===== src/rtl/agc_pkg.sv =====
package agc_pkg;

    typedef enum logic [1:0] {
        S_IDLE,
        S_ACQ,
        S_LOCK
    } agc_state_e;

    typedef enum logic [2:0] {
        ADJ_HOLD,
        ADJ_BIG,
        ADJ_MID,
        ADJ_FINE_DN,
        ADJ_FINE_UP
    } adj_e;

endpackage


===== src/rtl/agc_win_stats.sv =====
module agc_win_stats #(
    parameter int WIN_LEN = 16,
    parameter int SAMP_W  = 8,
    parameter int CNT_W   = $clog2(WIN_LEN + 1)
) (
    input  logic                     clk,
    input  logic                     rst_n,
    input  logic                     clr,
    input  logic                     valid,
    input  logic signed [SAMP_W-1:0] samp,
    output logic                     win_done,
    output logic [CNT_W-1:0]         sat_cnt,
    output logic [SAMP_W-1:0]        peak
);
    localparam int IDX_W = (WIN_LEN > 1) ? $clog2(WIN_LEN) : 1;
    localparam logic signed [SAMP_W-1:0] RAIL_HI = {1'b0, {(SAMP_W-1){1'b1}}};
    localparam logic signed [SAMP_W-1:0] RAIL_LO = {1'b1, {(SAMP_W-1){1'b0}}};

    logic [IDX_W-1:0]  idx;
    logic [CNT_W-1:0]  acc_sat;
    logic [SAMP_W-1:0] acc_peak;
    logic              is_sat;
    logic [SAMP_W-1:0] mag;
    logic [CNT_W-1:0]  sat_nx;
    logic [SAMP_W-1:0] peak_nx;
    logic              last;

    always_comb begin
        is_sat  = (samp == RAIL_HI) || (samp == RAIL_LO);
        mag     = samp[SAMP_W-1] ? (~samp + 1'b1) : samp;
        sat_nx  = acc_sat + CNT_W'(is_sat);
        peak_nx = (mag > acc_peak) ? mag : acc_peak;
        last    = (idx == IDX_W'(WIN_LEN - 1));
    end

    always_ff @(posedge clk or negedge rst_n) begin
        if (!rst_n) begin
            idx      <= '0;
            acc_sat  <= '0;
            acc_peak <= '0;
            win_done <= 1'b0;
            sat_cnt  <= '0;
            peak     <= '0;
        end else if (clr) begin
            idx      <= '0;
            acc_sat  <= '0;
            acc_peak <= '0;
            win_done <= 1'b0;
        end else begin
            win_done <= 1'b0;
            if (valid) begin
                if (last) begin
                    idx      <= '0;
                    acc_sat  <= '0;
                    acc_peak <= '0;
                    sat_cnt  <= sat_nx;
                    peak     <= peak_nx;
                    win_done <= 1'b1;
                end else begin
                    idx      <= idx + 1'b1;
                    acc_sat  <= sat_nx;
                    acc_peak <= peak_nx;
                end
            end
        end
    end

    // a closed window never reports more saturated samples than it holds
    p_sat_bound_r2: assert property (@(posedge clk) disable iff (!rst_n)
        win_done |-> (int'(sat_cnt) <= WIN_LEN));

    // a window result appears only after a valid sample
    p_done_after_valid_r2: assert property (@(posedge clk) disable iff (!rst_n)
        win_done |-> $past(valid));

endmodule


===== src/rtl/agc_step_sel.sv =====
module agc_step_sel
    import agc_pkg::*;
#(
    parameter int SAMP_W = 8,
    parameter int CNT_W  = 5
) (
    input  logic [CNT_W-1:0]  sat_cnt,
    input  logic [SAMP_W-1:0] amp,
    input  logic [CNT_W-1:0]  sat_big_thr,
    input  logic [SAMP_W-1:0] lock_lo,
    input  logic [SAMP_W-1:0] lock_hi,
    output adj_e              adj
);
    always_comb begin
        if (sat_cnt != '0) begin
            adj = (sat_cnt >= sat_big_thr) ? ADJ_BIG : ADJ_MID;
        end else if (amp > lock_hi) begin
            adj = ADJ_FINE_DN;
        end else if (amp < lock_lo) begin
            adj = ADJ_FINE_UP;
        end else begin
            adj = ADJ_HOLD;
        end
    end

    // a hold decision is only taken for an in-range, unsaturated window
    always_comb begin
        if (adj == ADJ_HOLD) begin
            p_hold_in_range_r6: assert (sat_cnt == '0 && amp >= lock_lo && amp <= lock_hi);
        end
    end

endmodule


===== src/rtl/agc_gain_ctrl.sv =====
module agc_gain_ctrl
    import agc_pkg::*;
#(
    parameter int WIN_LEN   = 16,
    parameter int SAMP_W    = 8,
    parameter int RF_W      = 8,
    parameter int GAIN_W    = 7,
    parameter int GAIN_MIN  = 0,
    parameter int GAIN_MAX  = 90,
    parameter int BIG_STEP  = 12,
    parameter int MID_STEP  = 4,
    parameter int LNA_DB    = 30,
    parameter int CNT_W     = $clog2(WIN_LEN + 1)
) (
    input  logic                     clk,
    input  logic                     rst_n,
    input  logic                     rx_en,
    input  logic                     samp_valid,
    input  logic signed [SAMP_W-1:0] samp,
    input  logic [RF_W-1:0]          rf_pwr,
    input  logic [CNT_W-1:0]         sat_big_thr,
    input  logic [SAMP_W-1:0]        lock_lo,
    input  logic [SAMP_W-1:0]        lock_hi,
    input  logic [SAMP_W-1:0]        drift_lim,
    input  logic [RF_W-1:0]          rf_off_thr,
    input  logic [RF_W-1:0]          rf_on_thr,
    output logic [GAIN_W-1:0]        if_gain,
    output logic                     lna_on,
    output logic                     locked,
    output logic                     cs_pulse
);
    localparam logic [GAIN_W-1:0] GAIN_TOP = GAIN_W'(GAIN_MAX);

    agc_state_e        st;
    agc_state_e        st_nx;
    logic              win_done;
    logic [CNT_W-1:0]  sat_cnt;
    logic [SAMP_W-1:0] amp;
    logic [SAMP_W-1:0] lock_amp;
    logic [SAMP_W-1:0] drift;
    logic              drift_over;
    logic              byp_req;
    logic              rst_req;
    adj_e              adj;

    agc_win_stats #(
        .WIN_LEN (WIN_LEN),
        .SAMP_W  (SAMP_W),
        .CNT_W   (CNT_W)
    ) u_stats (
        .clk      (clk),
        .rst_n    (rst_n),
        .clr      (!rx_en),
        .valid    (samp_valid),
        .samp     (samp),
        .win_done (win_done),
        .sat_cnt  (sat_cnt),
        .peak     (amp)
    );

    agc_step_sel #(
        .SAMP_W (SAMP_W),
        .CNT_W  (CNT_W)
    ) u_step (
        .sat_cnt     (sat_cnt),
        .amp         (amp),
        .sat_big_thr (sat_big_thr),
        .lock_lo     (lock_lo),
        .lock_hi     (lock_hi),
        .adj         (adj)
    );

    function automatic logic [GAIN_W-1:0] gain_dn(input logic [GAIN_W-1:0] g, input int d);
        int t;
        t = int'(g) - d;
        if (t < GAIN_MIN) t = GAIN_MIN;
        return GAIN_W'(t);
    endfunction

    function automatic logic [GAIN_W-1:0] gain_up(input logic [GAIN_W-1:0] g, input int d);
        int t;
        t = int'(g) + d;
        if (t > GAIN_MAX) t = GAIN_MAX;
        return GAIN_W'(t);
    endfunction

    always_comb begin
        drift      = (amp > lock_amp) ? (amp - lock_amp) : (lock_amp - amp);
        drift_over = drift > drift_lim;
        rst_req    = lna_on ? (rf_pwr >= rf_off_thr) : 1'b0;
        byp_req    = lna_on ? (rf_pwr >= rf_off_thr) : (rf_pwr < rf_on_thr);
    end

    // next state: start, lock, unlock, abort
    always_comb begin
        st_nx = st;
        unique case (st)
            S_IDLE: if (rx_en) st_nx = S_ACQ;
            S_ACQ: begin
                if (!rx_en) st_nx = S_IDLE;
                else if (win_done && adj == ADJ_HOLD) st_nx = S_LOCK;
            end
            S_LOCK: begin
                if (!rx_en) st_nx = S_IDLE;
                else if (win_done && drift_over) st_nx = S_ACQ;
            end
            default: st_nx = S_IDLE;
        endcase
    end

    always_ff @(posedge clk or negedge rst_n) begin
        if (!rst_n) st <= S_IDLE;
        else        st <= st_nx;
    end

    always_ff @(posedge clk or negedge rst_n) begin
        if (!rst_n) begin
            if_gain  <= GAIN_TOP;
            lna_on   <= 1'b1;
            locked   <= 1'b0;
            lock_amp <= '0;
            cs_pulse <= 1'b0;
        end else begin
            cs_pulse <= 1'b0;
            if (!rx_en) begin
                if_gain <= GAIN_TOP;
                lna_on  <= 1'b1;
                locked  <= 1'b0;
            end else begin
                unique case (st)
                    S_IDLE: begin
                        if_gain <= GAIN_TOP;
                        lna_on  <= 1'b1;
                        locked  <= 1'b0;
                    end
                    S_ACQ: begin
                        if (win_done) begin
                            if (adj == ADJ_HOLD) begin
                                locked   <= 1'b1;
                                lock_amp <= amp;
                            end else if (byp_req) begin
                                lna_on  <= !lna_on;
                                if_gain <= rst_req ? gain_up(if_gain, LNA_DB)
                                                   : gain_dn(if_gain, LNA_DB);
                            end else begin
                                unique case (adj)
                                    ADJ_BIG:     if_gain <= gain_dn(if_gain, BIG_STEP);
                                    ADJ_MID:     if_gain <= gain_dn(if_gain, MID_STEP);
                                    ADJ_FINE_DN: if_gain <= gain_dn(if_gain, 1);
                                    ADJ_FINE_UP: if_gain <= gain_up(if_gain, 1);
                                    default:     if_gain <= if_gain;
                                endcase
                            end
                        end
                    end
                    S_LOCK: begin
                        if (win_done && drift_over) begin
                            locked   <= 1'b0;
                            cs_pulse <= 1'b1;
                        end
                    end
                    default: begin
                        if_gain <= GAIN_TOP;
                        lna_on  <= 1'b1;
                        locked  <= 1'b0;
                    end
                endcase
            end
        end
    end

    // receive disabled forces the start-up gain on the next cycle
    p_idle_values_r1: assert property (@(posedge clk) disable iff (!rst_n)
        !rx_en |=> (if_gain == GAIN_TOP && lna_on && !locked && !cs_pulse));

    // outputs move only after a closed window
    p_boundary_only_r7: assert property (@(posedge clk) disable iff (!rst_n)
        (rx_en && !win_done && st != S_IDLE) |=> ($stable(if_gain) && $stable(lna_on) && $stable(locked)));

    // frozen gain and bypass while locked
    p_hold_locked_r8: assert property (@(posedge clk) disable iff (!rst_n)
        (locked && rx_en) |=> ($stable(if_gain) && $stable(lna_on)));

    // carrier-sense pulse accompanies a lock loss and lasts one cycle
    p_cs_on_unlock_r9: assert property (@(posedge clk) disable iff (!rst_n)
        cs_pulse |-> (!locked && $past(locked)));

    p_cs_single_r9: assert property (@(posedge clk) disable iff (!rst_n)
        cs_pulse |=> !cs_pulse);

    // gain code stays in range
    p_gain_range_r13: assert property (@(posedge clk) disable iff (!rst_n)
        (int'(if_gain) <= GAIN_MAX) && (int'(if_gain) >= GAIN_MIN));

endmodule


===== config.mk =====
export PLATFORM = sky130hd
export DESIGN_NAME = agc_gain_ctrl
export DESIGN_NICKNAME = d
export VERILOG_FILES = /design/src/rtl/agc_pkg.sv /design/src/rtl/agc_win_stats.sv /design/src/rtl/agc_step_sel.sv /design/src/rtl/agc_gain_ctrl.sv
export SDC_FILE = /design/constraint.sdc
export NUM_CORES = 1
export LEC_CHECK = 0
export ABC_AREA = 0
export BUFFER_PORTS_ARGS = -buffer_cell sky130_fd_sc_hd__buf_2
export CAP_MARGIN = 15
export CORE_ASPECT_RATIO = 1.25
export CORE_UTILIZATION = 52
export CTS_BUF_LIST = sky130_fd_sc_hd__clkbuf_16
export CTS_CLUSTER_DIAMETER = 200
export DETAILED_ROUTE_END_ITERATION = 6
export PLACE_DENSITY = 0.73
export SETUP_SLACK_MARGIN = 0.15
export SLEW_MARGIN = 20
export SYNTH_ARGS = -nofsm -noshare
export SYNTH_HDL_FRONTEND = slang
export SYNTH_SLANG_ARGS = --single-unit

===== constraint.sdc =====
create_clock -name clk -period 4.3 [get_ports clk]
set_clock_uncertainty 0.1 [all_clocks]
set_input_delay 0.215 -clock clk [delete_from_list [all_inputs] [get_ports clk]]
set_output_delay 0.215 -clock clk [all_outputs]
set_load 0.01 [all_outputs]

==> results.sh <==
export IMPL_status="finished, final reports clean"
export IMPL_ys_async_rst_share_pct=100
export IMPL_h_tree_depth=2
export IMPL_routed_wirelength_normalized_by_instance_count_um=15.5
export IMPL_grt_first_pass_wirelength_mm=21.8
export IMPL_num_io_pins=75
export IMPL_final_common_cell="ha_1"
export IMPL_fp_dieArea_mm2=0.0106
export IMPL_detailedRoute_firstIterationViolations=287
export IMPL_power_frac_comb_pct=22.5
export IMPL_post_layout_total_power_uw=1270
export IMPL_synth_top_cells_by_area="dfrtp_1 (22%), ha_1 (19%), o21ai_0 (5.5%)"
export IMPL_dpl_worst_slack_ns=0.115
export IMPL_avgViaCountPerCell=5.93
export IMPL_num_fill_cells=897
export IMPL_totalNegativeSetupSlack_ns=0
export IMPL_worst_r2r_path_depth=15
export IMPL_crit_path_max_fanout=7
export IMPL_synth_area_per_cell_um2=8.16
export IMPL_grt_antenna_before_repair=0
export IMPL_synthMuxAreaShare_pct=3.27
export IMPL_drv_slew=0
export IMPL_die_width_um=92.1
export IMPL_die_y_um=115
export IMPL_crit_path_end_kind="flip-flop"
export IMPL_min_path_cells=2
export IMPL_floorplan_core_area_mm2=0.00976
export IMPL_synth_seq_area_share_pct=24.3
export IMPL_critical_path_reg2reg_startpoint="u_stats.peak[5]$_DFFE_PN0P_"
export IMPL_power_ir_vdd_worst_mv=0.187
export IMPL_final_critical_path_setup_slack_ns=0.323
export IMPL_min_delay_path_class="in2reg"
export IMPL_cts_tree="done"
export IMPL_core_rowCount=40
export IMPL_worst_hold_startpoint="samp[0]"
export IMPL_power_share_switching_pct=29.7
export IMPL_synthSimpleGateAreaFrac_pct=17.1
export IMPL_final_period_utilization_pct=92.5
export IMPL_rsz0062_at_grt="false"
export IMPL_worst_max_slew_pin_slew_ns=0.928
export IMPL_clock_transition_at_path_regs_ns=0.08
export IMPL_static_leakage_power_uw=0.00288
export IMPL_tritoncts_num_buffers=5
export IMPL_finalWorstPathRequiredPeriod_ns=3.98
export IMPL_clock_insertion_delay_worst_skew_ns=0.30
export IMPL_grt_max_degree=33
export IMPL_netlist_instances=647
export IMPL_p_sw_uw=378
export IMPL_grt_remaining_overflow=0
export IMPL_p_per_area_mw_per_mm2=214
export IMPL_setup_violations_final=0
export IMPL_drcViolationCount=0
export IMPL_drt_total_wl_mm=13.0
export IMPL_ys_warnings_count=0
export IMPL_synth_top_area_share_pct=21.8
export IMPL_via_count=4966
export IMPL_drive_gt1_share_pct=15.6
export IMPL_clock_root_buffer="clkbuf_16"
export IMPL_post_synth_top_area_cell="dfrtp_1"
export IMPL_worstPathArrival_ns=4.06
export IMPL_syn_to_final_growth_pct=12.9
export IMPL_finalHoldViolations=0
export IMPL_finish_net_count=858
export IMPL_minimum_setup_slack_among_reg_to_reg_paths_ns=0.32
export IMPL_dpl_hpwl_mm=10.1
export IMPL_final_cell_area_mm2=0.00596
export IMPL_relSlewSlack_pct=37.9
export IMPL_maxCapViolations=0
export IMPL_post_synth_fa_ha_maj_area_fraction_pct=19.7
export IMPL_seq_cell_area_mm2=0.00128
export IMPL_synth_compound_area_share_pct=24.4
export IMPL_timing_critical_path_required_ns=4.39
export IMPL_synth_edff_count=0
export IMPL_timing_critical_path_from_type="flip-flop"
export IMPL_synth_seq_cells=51
export IMPL_ys_types=74
export IMPL_cts_max_path_buffers=2
export IMPL_multi_input_area_mm2=0.00365
export IMPL_share_seq_of_total_power_pct=40.0
export IMPL_synth_xor_area_share_pct=3.98
export IMPL_tritoncts_num_sinks=51
export IMPL_placement_cell_area_mm2=0.00574
export IMPL_grt_util_all_layers_pct=25.8
export IMPL_io_port_bufs=74
export IMPL_grt_pass1_vias=4900
export IMPL_largest_family_of_logic_cells_by_synthesized_area="compound AO/OA/AOI/OAI gates"
export IMPL_synth_flop_cell="dfrtp_1"
export IMPL_final_antenna_net_count=0
export IMPL_globalplace_congestion=0.910
export IMPL_drt_pass1_iterations=5
export IMPL_timing_setup_critical_path_class="reg2reg"
export IMPL_floorplan_initialDensity_pct=54.1
export IMPL_finalCoreUtilization_pct=61.1
export IMPL_pwr_share_clk_pct=37.5
export IMPL_fmax_ghz=0.251
export IMPL_internal_power_uw=895
export IMPL_insertedDiodeCount=0
export IMPL_r2r_end="locked$_DFFE_PN0P_"
export IMPL_syn_nets=794
export IMPL_post_synth_instance_area_mm2=0.00528
export IMPL_final_cell_mix="ha_1 (80), inv_1 (77), buf_2 (74)"
export IMPL_hold_end="u_stats.acc_peak[0]$_DFFE_PN0P_"
[cells by family (layout without fill, tap and decap cells)]
group	after synthesis	in the layout
XOR/XNOR	24	24
multiplexers	17	17
flip-flops	51	51
AO/OA/AOI/OAI	187	187
AND/OR/NAND/NOR	186	186
adder cells (fa/ha/maj)	82	82
buffers and inverters	100	165
[layer usage]
metal	wire length (um)	up-vias	GRT usage (%)	share of wire, %
li1	-	2449	-	-
met4	234	0	9.38	1.8
met3	650	20	4.05	5.0
met1	5650	2350	30.9	43
met5	0	-	0	0
met2	6470	147	46.3	50
[flip-flops by register name, indices dropped and copies added, names as in the netlist]
register,flops
u_stats.win_done,1
st,2
u_stats.idx,4
u_stats.peak,8
u_stats.sat_cnt,5
if_gain,7
cs_pulse,1
u_stats.acc_peak,8
lna_on,1
u_stats.acc_sat,5
lock_amp,8
locked,1
[worst max-delay path, stage by stage, from the launching register on]
cell and delay (ns):
dfrtp_1 0.45, inv_1 0.08, ha_1 0.39, a2111oi_1 0.64, a21oi_4 0.13, mux2_2 0.30, a21oi_1 0.12, o21ai_0 0.11
xor2_1 0.16, ha_1 0.30, nand4_1 0.11, o21bai_2 0.24, a21oi_2 0.18, nor2b_1 0.08, and4b_1 0.21, a211o_1 0.27
[final cells by class]
type                            instances  area share, %
Sequential cell                        51           21.5
Multi-Input combinational cell        496           61.2
Clock inverter                          3          0.776
Inverter                               78           4.91
Clock buffer                            5           2.10
Tap cell                              126           2.64
Timing Repair Buffer                   79           6.88
[cell usage after synthesis, types with 9 or more instances]
| master | number |
|---|---|
| ha_1 | 80 |
| inv_1 | 77 |
| nand2_1 | 70 |
| o21ai_0 | 58 |
| dfrtp_1 | 46 |
| nor2_1 | 31 |
| a21oi_1 | 25 |
| xnor2_1 | 19 |
| clkbuf_1 | 18 |
| nand3_1 | 17 |
| mux2i_1 | 15 |
| nand2b_1 | 11 |
| nor3_1 | 11 |
| nand4_1 | 10 |
| nor2b_1 | 10 |
| a211oi_1 | 9 |
| a21o_1 | 9 |
| a31oi_1 | 9 |
[how the worst max path moves through the flow]
stage / cells after the start / endpoint / from
after floorplan: 19 / locked$_DFFE_PN0P_ / u_stats.peak[0]$_DFFE_PN0P_
after global placement: 19 / locked$_DFFE_PN0P_ / u_stats.peak[0]$_DFFE_PN0P_
after detailed placement: 19 / locked$_DFFE_PN0P_ / u_stats.peak[0]$_DFFE_PN0P_
after CTS: 19 / locked$_DFFE_PN0P_ / u_stats.peak[0]$_DFFE_PN0P_
after global routing: 19 / locked$_DFFE_PN0P_ / u_stats.peak[0]$_DFFE_PN0P_
final: 15 / locked$_DFFE_PN0P_ / u_stats.peak[5]$_DFFE_PN0P_
[power groups by stage]
stage	clock network, uW	logic, uW	registers [uW]
6_report	478	286	509
5_1_grt	504	325	511
4_1_cts	487	286	509
3_5_place_dp	0	284	518
3_3_place_gp	0	274	517
2_1_floorplan	0	191	513
[stage by stage]
step	hold WS, ns	cells
global route	0.158	838
finish	0.127	838
detailed placement	0.102	827
floorplan	-0.181	647
CTS	0.129	836
global placement	0.100	827
[timing repair]
action | CTS | global route
hold buffers | 1 | 0
hold endpoints to repair | 16 | 0
gates cloned | 0 | 0
pin swaps | 0 | 2
endpoints found under the setup margin | 1 | 2
buffers inserted | 0 | 2
gates resized for setup | 2 | 5
(Power assumes the default switching activity.)
